File: src/rtl/lnk_pkg.sv
package lnk_pkg;
    localparam int LNK_CTRL_W = 6;
    localparam int LNK_DATA_W = 18;
    localparam int LNK_HDR_W  = 2 + LNK_CTRL_W;
    localparam int LNK_FRM_W  = LNK_HDR_W + LNK_DATA_W;
    localparam int LNK_IDX_W  = $clog2(LNK_FRM_W);

    typedef enum logic [2:0] {
        ST_STBY, ST_RECV, ST_WLOW, ST_RTURN, ST_RLOW, ST_SEND, ST_REL
    } lnk_state_e;

    // Packed so that bit 0 is the first bit on the line.
    typedef struct packed {
        logic [LNK_DATA_W-1:0] dp;
        logic [LNK_CTRL_W-1:0] ctrl;
        logic                  sel;
        logic                  rd;
    } lnk_frame_t;

    function automatic lnk_frame_t reply_frame(input logic [LNK_DATA_W-1:0] d);
        lnk_frame_t r;
        r    = '0;
        r.dp = d;
        return r;
    endfunction
endpackage

File: src/rtl/lnk_rx.sv
module lnk_rx
    import lnk_pkg::*;
(
    input  logic                 clk,
    input  logic                 rst,
    input  logic                 en,
    input  logic                 bit_in,
    output logic [LNK_FRM_W-1:0] next_frm,
    output logic [LNK_IDX_W-1:0] idx
);
    logic [LNK_FRM_W-1:0] frm;

    always_comb begin
        next_frm      = frm;
        next_frm[idx] = bit_in;
    end

    always_ff @(posedge clk) begin
        if (rst || !en) begin
            frm <= '0;
            idx <= '0;
        end else begin
            frm <= next_frm;
            idx <= idx + 1'b1;
        end
    end
endmodule

File: src/rtl/lnk_strobe.sv
module lnk_strobe #(
    parameter int LOW_CYC = 4
) (
    input  logic       clk,
    input  logic       rst,
    input  logic       active,
    input  logic       sel,
    output logic [1:0] wclk,
    output logic       last
);
    localparam int CW = $clog2(LOW_CYC + 1);
    localparam logic [CW-1:0] CNT_END = CW'(LOW_CYC - 1);

    logic [CW-1:0] cnt;

    always_ff @(posedge clk) begin
        if (rst || !active) cnt <= '0;
        else                cnt <= cnt + 1'b1;
    end

    assign last = active && (cnt == CNT_END);

    for (genvar g = 0; g < 2; g++) begin : g_wclk
        assign wclk[g] = !(active && (sel == 1'(g)));
    end
endmodule

File: src/rtl/lnk_tx.sv
module lnk_tx
    import lnk_pkg::*;
(
    input  logic                 clk,
    input  logic                 rst,
    input  logic                 load,
    input  logic [LNK_FRM_W-1:0] load_frm,
    output logic                 ser_out,
    output logic                 ser_oe,
    output logic                 done
);
    localparam logic [LNK_IDX_W-1:0] LAST = LNK_IDX_W'(LNK_FRM_W - 1);

    logic [LNK_FRM_W-1:0] sh;
    logic [LNK_IDX_W-1:0] cnt;
    logic                 act;

    always_ff @(posedge clk) begin
        if (rst) begin
            sh  <= '0;
            cnt <= '0;
            act <= 1'b0;
        end else if (load) begin
            sh  <= load_frm;
            cnt <= '0;
            act <= 1'b1;
        end else if (act) begin
            sh  <= sh >> 1;
            cnt <= cnt + 1'b1;
            if (cnt == LAST) act <= 1'b0;
        end
    end

    assign ser_oe  = act;
    assign ser_out = act & sh[0];
    assign done    = act && (cnt == LAST);
endmodule

File: src/rtl/lnk_slave_rx.sv
module lnk_slave_rx
    import lnk_pkg::*;
#(
    parameter int LOW_CYC = 4
) (
    input  logic                  clk,
    input  logic                  rst,
    input  logic                  link_wake,
    input  logic                  ser_in,
    output logic                  ser_out,
    output logic                  ser_oe,
    output logic [LNK_CTRL_W-1:0] ctrl_out,
    output logic [LNK_DATA_W-1:0] dp_out,
    output logic                  dp_drive,
    input  logic [LNK_DATA_W-1:0] dp_in,
    output logic                  wclk0,
    output logic                  wclk1
);
    localparam logic [LNK_IDX_W-1:0] HDR_LAST = LNK_IDX_W'(LNK_HDR_W - 1);
    localparam logic [LNK_IDX_W-1:0] FRM_LAST = LNK_IDX_W'(LNK_FRM_W - 1);

    lnk_state_e           state;
    logic                 sel_q;
    logic [LNK_FRM_W-1:0] nf_raw;
    lnk_frame_t           nf;
    logic [LNK_IDX_W-1:0] idx;
    logic [1:0]           wclk;
    logic                 strobe_last;
    logic                 tx_done;
    logic                 tx_load;

    lnk_rx u_rx (
        .clk(clk), .rst(rst), .en(state == ST_RECV), .bit_in(ser_in),
        .next_frm(nf_raw), .idx(idx)
    );
    assign nf = lnk_frame_t'(nf_raw);

    lnk_strobe #(.LOW_CYC(LOW_CYC)) u_strobe (
        .clk(clk), .rst(rst),
        .active(state == ST_WLOW || state == ST_RLOW),
        .sel(sel_q), .wclk(wclk), .last(strobe_last)
    );
    assign wclk0 = wclk[0];
    assign wclk1 = wclk[1];

    assign tx_load = (state == ST_RLOW) && strobe_last;

    lnk_tx u_tx (
        .clk(clk), .rst(rst), .load(tx_load), .load_frm(reply_frame(dp_in)),
        .ser_out(ser_out), .ser_oe(ser_oe), .done(tx_done)
    );

    assign dp_drive = !(state == ST_RTURN || state == ST_RLOW || state == ST_SEND);

    always_ff @(posedge clk) begin
        if (rst) begin
            state    <= ST_STBY;
            sel_q    <= 1'b0;
            ctrl_out <= '0;
            dp_out   <= '0;
        end else begin
            case (state)
                ST_STBY:  if (link_wake) state <= ST_RECV;
                ST_RECV: begin
                    if (idx == HDR_LAST && nf.rd) begin
                        ctrl_out <= nf.ctrl;
                        sel_q    <= nf.sel;
                        state    <= ST_RTURN;
                    end else if (idx == FRM_LAST) begin
                        ctrl_out <= nf.ctrl;
                        dp_out   <= nf.dp;
                        sel_q    <= nf.sel;
                        state    <= ST_WLOW;
                    end
                end
                ST_WLOW:  if (strobe_last) state <= ST_STBY;
                ST_RTURN: state <= ST_RLOW;
                ST_RLOW:  if (strobe_last) state <= ST_SEND;
                ST_SEND:  if (tx_done) state <= ST_REL;
                ST_REL:   state <= ST_STBY;
                default:  state <= ST_STBY;
            endcase
        end
    end

    assert_one_strobe_R3: assert property (@(posedge clk) disable iff (rst)
        wclk0 || wclk1);
    assert_bus_released_R4: assert property (@(posedge clk) disable iff (rst)
        ser_oe |-> !dp_drive);
    assert_reply_on_rise_R5: assert property (@(posedge clk) disable iff (rst)
        $rose(ser_oe) |-> ($rose(wclk0) || $rose(wclk1)));
    assert_quiet_line_R7: assert property (@(posedge clk) disable iff (rst)
        !ser_oe |-> !ser_out);
    assert_release_bus_R7: assert property (@(posedge clk) disable iff (rst)
        $fell(ser_oe) |-> dp_drive);
    assert_dp_hold_R9: assert property (@(posedge clk) disable iff (rst)
        (!dp_drive && $past(!dp_drive)) |-> $stable(dp_out));
endmodule

File: config.mk
export PLATFORM = sky130hd
export DESIGN_NAME = lnk_slave_rx
export DESIGN_NICKNAME = d
export VERILOG_FILES = /design/src/rtl/lnk_pkg.sv /design/src/rtl/lnk_rx.sv /design/src/rtl/lnk_strobe.sv /design/src/rtl/lnk_tx.sv /design/src/rtl/lnk_slave_rx.sv
export SDC_FILE = /design/constraint.sdc
export NUM_CORES = 1
export LEC_CHECK = 0
export ABC_CLOCK_PERIOD_IN_PS = 4500
export CORE_UTILIZATION = 47
export DETAILED_ROUTE_END_ITERATION = 10
export DONT_BUFFER_PORTS = 1
export PLACE_DENSITY = 0.65
export SYNTH_ARGS = -nofsm -noshare
export SYNTH_HDL_FRONTEND = slang
export SYNTH_SLANG_ARGS = --single-unit
File: constraint.sdc
create_clock -name clk -period 4.5 [get_ports clk]
set_clock_uncertainty 0.15 [all_clocks]
set_input_delay 0.45 -clock clk [delete_from_list [all_inputs] [get_ports clk]]
set_output_delay 0.45 -clock clk [all_outputs]
set_load 0.01 [all_outputs]
## Word level (Yosys, flattened, before mapping)

Cells that the tools add are included.

| storage, ports and cells | value |
|---|---|
| register bits | 94 |
| bits in latches | 0 |
| memory bits (writable) | 0 |
| bits in read-only memories | 0 |
| input port bits | 22 |
| output and inout bits | 29 |
| logic and storage cells | 76 |
| memories kept | 0 |

| operators by class | value |
|---|---|
| add/sub/neg operators | 3 |
| $mul | 0 |
| div/mod/pow operators | 0 |
| order comparisons | 2 |
| equal/unequal tests | 14 |
| shift operators | 0 |
| mux-type cells | 19 |
| bitwise logic cells | 3 |
| reduce and logical (&&, ||, !) cells | 24 |

Operators by type and width:

| cell | number |
|---|---|
| $mux W26 | 2 |
| $bwmux W26 | 1 |
| $mux W3 | 6 |
| $pmux W3 S6 | 1 |
| $mux W6 | 2 |
| $add A5 B1 Y5 const B | 2 |
| $eq A5 B5 Y1 const B | 2 |
| $eq A3 B2 Y1 const B | 3 |
| $ne A2 B2 Y1 const B | 4 |
| $logic_and A1 B1 Y1 | 7 |
| $eq A3 B3 Y1 const B | 2 |
| $lt A5 B6 Y1 const B | 1 |
| $mux W1 | 6 |
| $demux W1 S5 | 1 |
| $eq A5 B3 Y1 const B | 1 |
| $ge A5 B1 Y1 const B | 1 |
| $logic_not A1 Y1 | 5 |
| $logic_or A1 B1 Y1 | 5 |
| $reduce_and A5 Y1 | 1 |
| $reduce_bool A2 Y1 | 2 |
| $add A3 B1 Y3 const B | 1 |
| $eq A3 B1 Y1 const B | 1 |
| $logic_not A3 Y1 | 1 |
| $ne A3 B3 Y1 const B | 1 |
| 5 further kinds | 6 |

## Longest topological paths before layout

| depth | value |
|---|---|
| word-level depth | 8 |
| gate-level depth with buffers | 7 |
| gate-level depth less buffers | 6 |

## Cells and area by module

A second synthesis with hierarchy kept.

| second synthesis, totals | value |
|---|---|
| cell total of the unflattened synthesis | 477 |
| area total of the unflattened synthesis | 5004.8 µm² |

By module, submodules not included:

| module | instances | cells an instance | area an instance (µm²) | sequential area each (µm²) |
|---|---|---|---|---|
| lnk_rx | 1 | 176 | 2139.6 | 620.6 |
| lnk_tx | 1 | 147 | 1545.2 | 640.6 |
| lnk_slave_rx | 1 | 142 | 1179.9 | 560.5 |
| lnk_strobe | 1 | 12 | 140.1 | 60.1 |

## Worst setup path after synthesis

OpenSTA, ideal clock, no wires.

| timing | value |
|---|---|
| path type | reg-to-reg |
| start point | reg u_rx.idx[0] |
| end point | reg ctrl_out[0] |
| library setup time | 0.086 ns |
| data arrival time | 1.726 ns |
| data required time | 4.264 ns |
| setup slack | 2.538 ns |
| stages on the path, launching flop included | 7 |
| buffers on the path | 0 |
| clock period less this slack | 1.962 ns |
| cell sequence | dfxtp_1 > inv_1 > ha_1 > nor4b_4 > mux2_2 > a21o_1 > a211oi_1 |

| between the ends | value |
|---|---|
| cells in the longest elaborated chain, start to end | 8 |
| elaborated cells on any way between the ends | 13 |
| classes of those cells | 2 x order compare; 2 x eq/ne; 5 x mux; 4 x reduce/logical |

RTL lines:

| item | line | text |
|---|---|---|
| start, declared | lnk_rx.sv:9 | `output logic [LNK_IDX_W-1:0] idx` |
| start signal, assigned | lnk_rx.sv:24 | `idx <= idx + 1'b1;` |
| $lt A5 B6 Y1 (implied by the code) / $ge A5 B1 Y1 (equally long branches) | lnk_rx.sv:15 | `next_frm[idx] = bit_in;` |
| $logic_and A1 B1 Y1 (implied by the code) | lnk_rx.sv:15 |  |
| $mux W1 (implied by the code) | lnk_rx.sv:15 |  |
| $demux W1 S5 | n/a |  |
| $bwmux W26 | lnk_rx.sv:15 |  |
| $logic_and A1 B1 Y1 | lnk_slave_rx.sv:65 | `if (idx == HDR_LAST && nf.rd) begin` |
| $reduce_bool A2 Y1 (no source line) | n/a |  |
| $reduce_and A2 Y1 (no source line) | n/a |  |
| end signal, assigned | lnk_slave_rx.sv:66 | `ctrl_out <= nf.ctrl;` |
| end signal, assigned | lnk_slave_rx.sv:70 | `ctrl_out <= nf.ctrl;` |
| end, declared | lnk_slave_rx.sv:12 | `output logic [LNK_CTRL_W-1:0] ctrl_out,` |

Several ways; a longest one is shown, not always the timed one. The select of a mux whose other input is x is not followed.
A chain may end at the register's enable or synchronous reset.

## Worst setup path in the final report

| timing | value |
|---|---|
| start point | reg u_rx.idx[0] |
| end point | reg sel_q |

| between the ends | value |
|---|---|
| cells in the longest elaborated chain, start to end | 8 |
| elaborated cells on any way between the ends | 13 |
| classes of those cells | 2 x order compare; 2 x eq/ne; 5 x mux; 4 x reduce/logical |

RTL lines:

| item | line | text |
|---|---|---|
| $lt A5 B6 Y1 (implied by the code) / $ge A5 B1 Y1 (equally long branches) | lnk_rx.sv:15 |  |
| $logic_and A1 B1 Y1 (implied by the code) | lnk_rx.sv:15 |  |
| $mux W1 (implied by the code) | lnk_rx.sv:15 |  |
| $demux W1 S5 | n/a |  |
| $bwmux W26 | lnk_rx.sv:15 |  |
| $logic_and A1 B1 Y1 | lnk_slave_rx.sv:65 |  |
| $reduce_bool A2 Y1 (no source line) | n/a |  |
| $reduce_and A2 Y1 (no source line) | n/a |  |
| end signal, assigned | lnk_slave_rx.sv:67 | `sel_q <= nf.sel;` |
| end signal, assigned | lnk_slave_rx.sv:72 | `sel_q <= nf.sel;` |
| end, declared | lnk_slave_rx.sv:23 | `logic sel_q;` |

Several ways; a longest one is shown, not always the timed one. The select of a mux whose other input is x is not followed.

==> impl_metrics.toml <==
[clocking]
htree_num_levels = 3
clock_latency_ps = 360
cts_tree = "built"
ctsRootBufferMaster = "clkbuf_8"
cts_setup_buffers = 0
clk_path_buf_depth = 2
clk_pin_slew_ps = 90
cts_hold_buffers = 5
cts.sinks = 93
cts_resized = 0
cts-buffers-inserted = 9

[logic_synthesis]
synth_top_area_cell = "dfxtp_1"
ys_warn_count = 0
synthMostInstantiatedCell = "dfxtp_1"
syn-cell-area_um2 = 3894
synth_async_sr_flop_share = 0
synth.top_cells.by_count = "93 x dfxtp_1, 84 x nor2_1, 52 x mux2i_1"
synth.distinct_cells = 40
yosysTopAreaCellShare = 0.4781
synth_area_leaders = "dfxtp_1 48%, mux2i_1 13%, a211oi_1 9.4%, nor2_1 8.1%, nand2_1 2.6%"
synth_edf_count = 0
avgSynthCellArea_um2 = 9.614
syn_inst = 405
synth_nets = 435
ys_ff_latch = 93
ys.flop_type = "dfxtp_1"
yosysSeqAreaShare = 0.4781

[floorplan]
pin_count = 51
initial_core_util = 0.4937
fp.coreArea_um2 = 7888
rows = 32
die_x_um = 93.02
dieArea_um2 = 8653
die_y_um = 93.02

[critical_path]
slowest_delay_ps = 460
end_kind = "register"
path_max_fanout = 9
crit_chain = "inv_1 > ha_1 > nor4b_4 > mux2_2 > a21o_1 > a211oi_1"
start_kind = "register"
cp_slowest_cell = "mux2_2"
crit_required_ps = 4620
path_class = "reg2reg"
worst-endpoint-arrival_ps = 2380

[layout]
antenna_cells = 0
seq_area_um2 = 1863
fillers = 739
layoutNonFillerInstCount = 498
multi_input_area_um2 = 1828
final_nets = 422
drive_gt1_frac = 0.05556
area_delta_synth_final_pct = 5.977

[sta]
period_minus_slack_ps = 2267
fmax_ghz = 0.4411
finalHoldViolCount = 0
finalSetupViolCount = 0
fin_crit_sh = 0.5037
drv_slew = 0
tightest_slew_ps = 1079
finalSetupTns_ps = 0
relSlewSlack = 0.2807
grt_setup_unrepaired = "no"

[hold_path]
min_path_type = "in2reg"

[detailed_routing]
wl_per_cell_um = 15.73
drt_iter0_markers = 121
first_pass_iters = 4
ant_nets = 0
routed_wl_um = 7833
vias = 2689
drcViolationCount = 0
vias_per_cell = 5.400

[global_routing]
grt_util_met2 = 0.3107
grt_pass1_vias = 2593
grt.met1_usage = 0.2448
grt_usage = 0.1929
grtUsageMet3 = 0.06423
overflow = 0
grt_first_pass_wirelength_um = 12880
grt_busiest_layer = "met2"
antenna_found_initial = 0
grt_max_degree = 44

[run_status]
status = "completed"

[placed_design]
placed_cells = 477
place.port_buffers = 0
gp_congestion = 0.7337
hpwlAfterDp_um = 4712

[power]
power_density_nw_per_um2 = 386.9
power_leakage_uw = 0.001553
max-vdd-ir-drop_uv = 222.9

[job]
cap_violations = 0
-- sequential cells by signal, indices dropped and copies added, names as in the netlist --
register and flops:
u_tx.ser_oe 1, ctrl_out 6, u_tx.cnt 5, u_rx.frm 25, u_strobe.cnt 3, u_rx.idx 5
dp_out 18, sel_q 1, state 3, u_tx.sh 26
-- logic make-up (layout without fill, tap and decap cells) --
kind of cell,count (synthesis),in the layout,synth area share
buffers and inverters,38,29,0.05238
AOI/OAI and AO/OA,62,62,0.1141
and+or+nand+nor,144,144,0.1774
DFF,93,93,0.4782
adders and majority gates,8,8,0.02571
xor gates and xnor gates,7,7,0.01575
muxes,53,53,0.1366
-- per-layer routing --
metal | up-vias | wire length [µm]
met5 | - | 0
met3 | 9 | 383
met2 | 49 | 3621
li1 | 1362 | -
met1 | 1269 | 3736
met4 | 0 | 92
-- final timing paths --
kind	cells after the start	to	from	slack, ps
worst max-delay path	6	sel_q$_SDFFE_PP0P_	u_rx.idx[0]$_SDFF_PP0_	2230
worst min-delay path	2	u_tx.sh[25]$_SDFFE_PP0P_	dp_in[17]	90
worst max register to register	6	sel_q$_SDFFE_PP0P_	u_rx.idx[0]$_SDFF_PP0_	2230
worst min register to register	1	u_strobe.cnt[0]$_SDFF_PP0_	u_strobe.cnt[0]$_SDFF_PP0_	270
-- through the flow --
stage / power [µW] / setup WS (ps) / cell area, µm² / hold slack [ps] / util
after floorplan: 1001 / 2538 / 3894 / 249.1 / -
after global placement: 995.6 / 2386 / 3852 / 257.0 / 0.4884
after detailed placement: 1002 / 2252 / 3852 / 263.1 / 0.4884
after CTS: 1610 / 2225 / 4116 / 0.1317 / 0.5219
after global routing: 1672 / 2061 / 4126 / 67.04 / 0.5232
final: 1597 / 2233 / 4126 / 87.04 / 0.5232
-- critical path: cells and delay by family, from the launching register on --
family	cells	cell delay, ps
adder cells (fa/ha/maj)	1	310
buffers and inverters	1	90
multiplexers	1	460
AND/OR/NAND/NOR	1	320
AO/OA/AOI/OAI	2	490
flip-flops	1	360
-- report_power, final --
group / leakage [µW] / switching (µW) / internal, µW
Combinational: 0.000698 / 85.9 / 51.7
Clock: 0.000105 / 277 / 324
Sequential: 0.000750 / 23.4 / 835
Total: 0.00155 / 386 / 1210
-- cells in the final DEF, fill, tap and decap left out, types with 2 or more instances in the layout --
cell / synthesis / routed
nand2b_1: 3 / 3
and3b_1: 2 / 2
o21ai_0: 2 / 2
nor2_1: 84 / 84
dfxtp_1: 93 / 92
clkbuf_8: 0 / 10
nand4b_1: 2 / 2
nor3b_1: 3 / 3
nand3_1: 2 / 2
dlygate4sd3_1: 0 / 6
nand2_1: 27 / 27
nand4_1: 2 / 2
mux2i_1: 52 / 52
a21oi_1: 7 / 7
ha_1: 8 / 8
nor3_1: 2 / 2
xor2_1: 4 / 4
or3_1: 2 / 2
inv_1: 7 / 7
and2_1: 2 / 2
xnor2_1: 3 / 3
a211oi_1: 49 / 49
nor2b_1: 4 / 4
bufinv_16: 0 / 2
-- area by class of cell --
class | count | share of cell area
clock buffers | 11 | 0.03426
clock inverters | 4 | 0.01759
inverters | 7 | 0.006367
multi-input cells | 274 | 0.4430
flip-flops and latches | 93 | 0.4515
well taps | 102 | 0.03093
repair buffers | 7 | 0.01637
(Power assumes the default switching activity.)
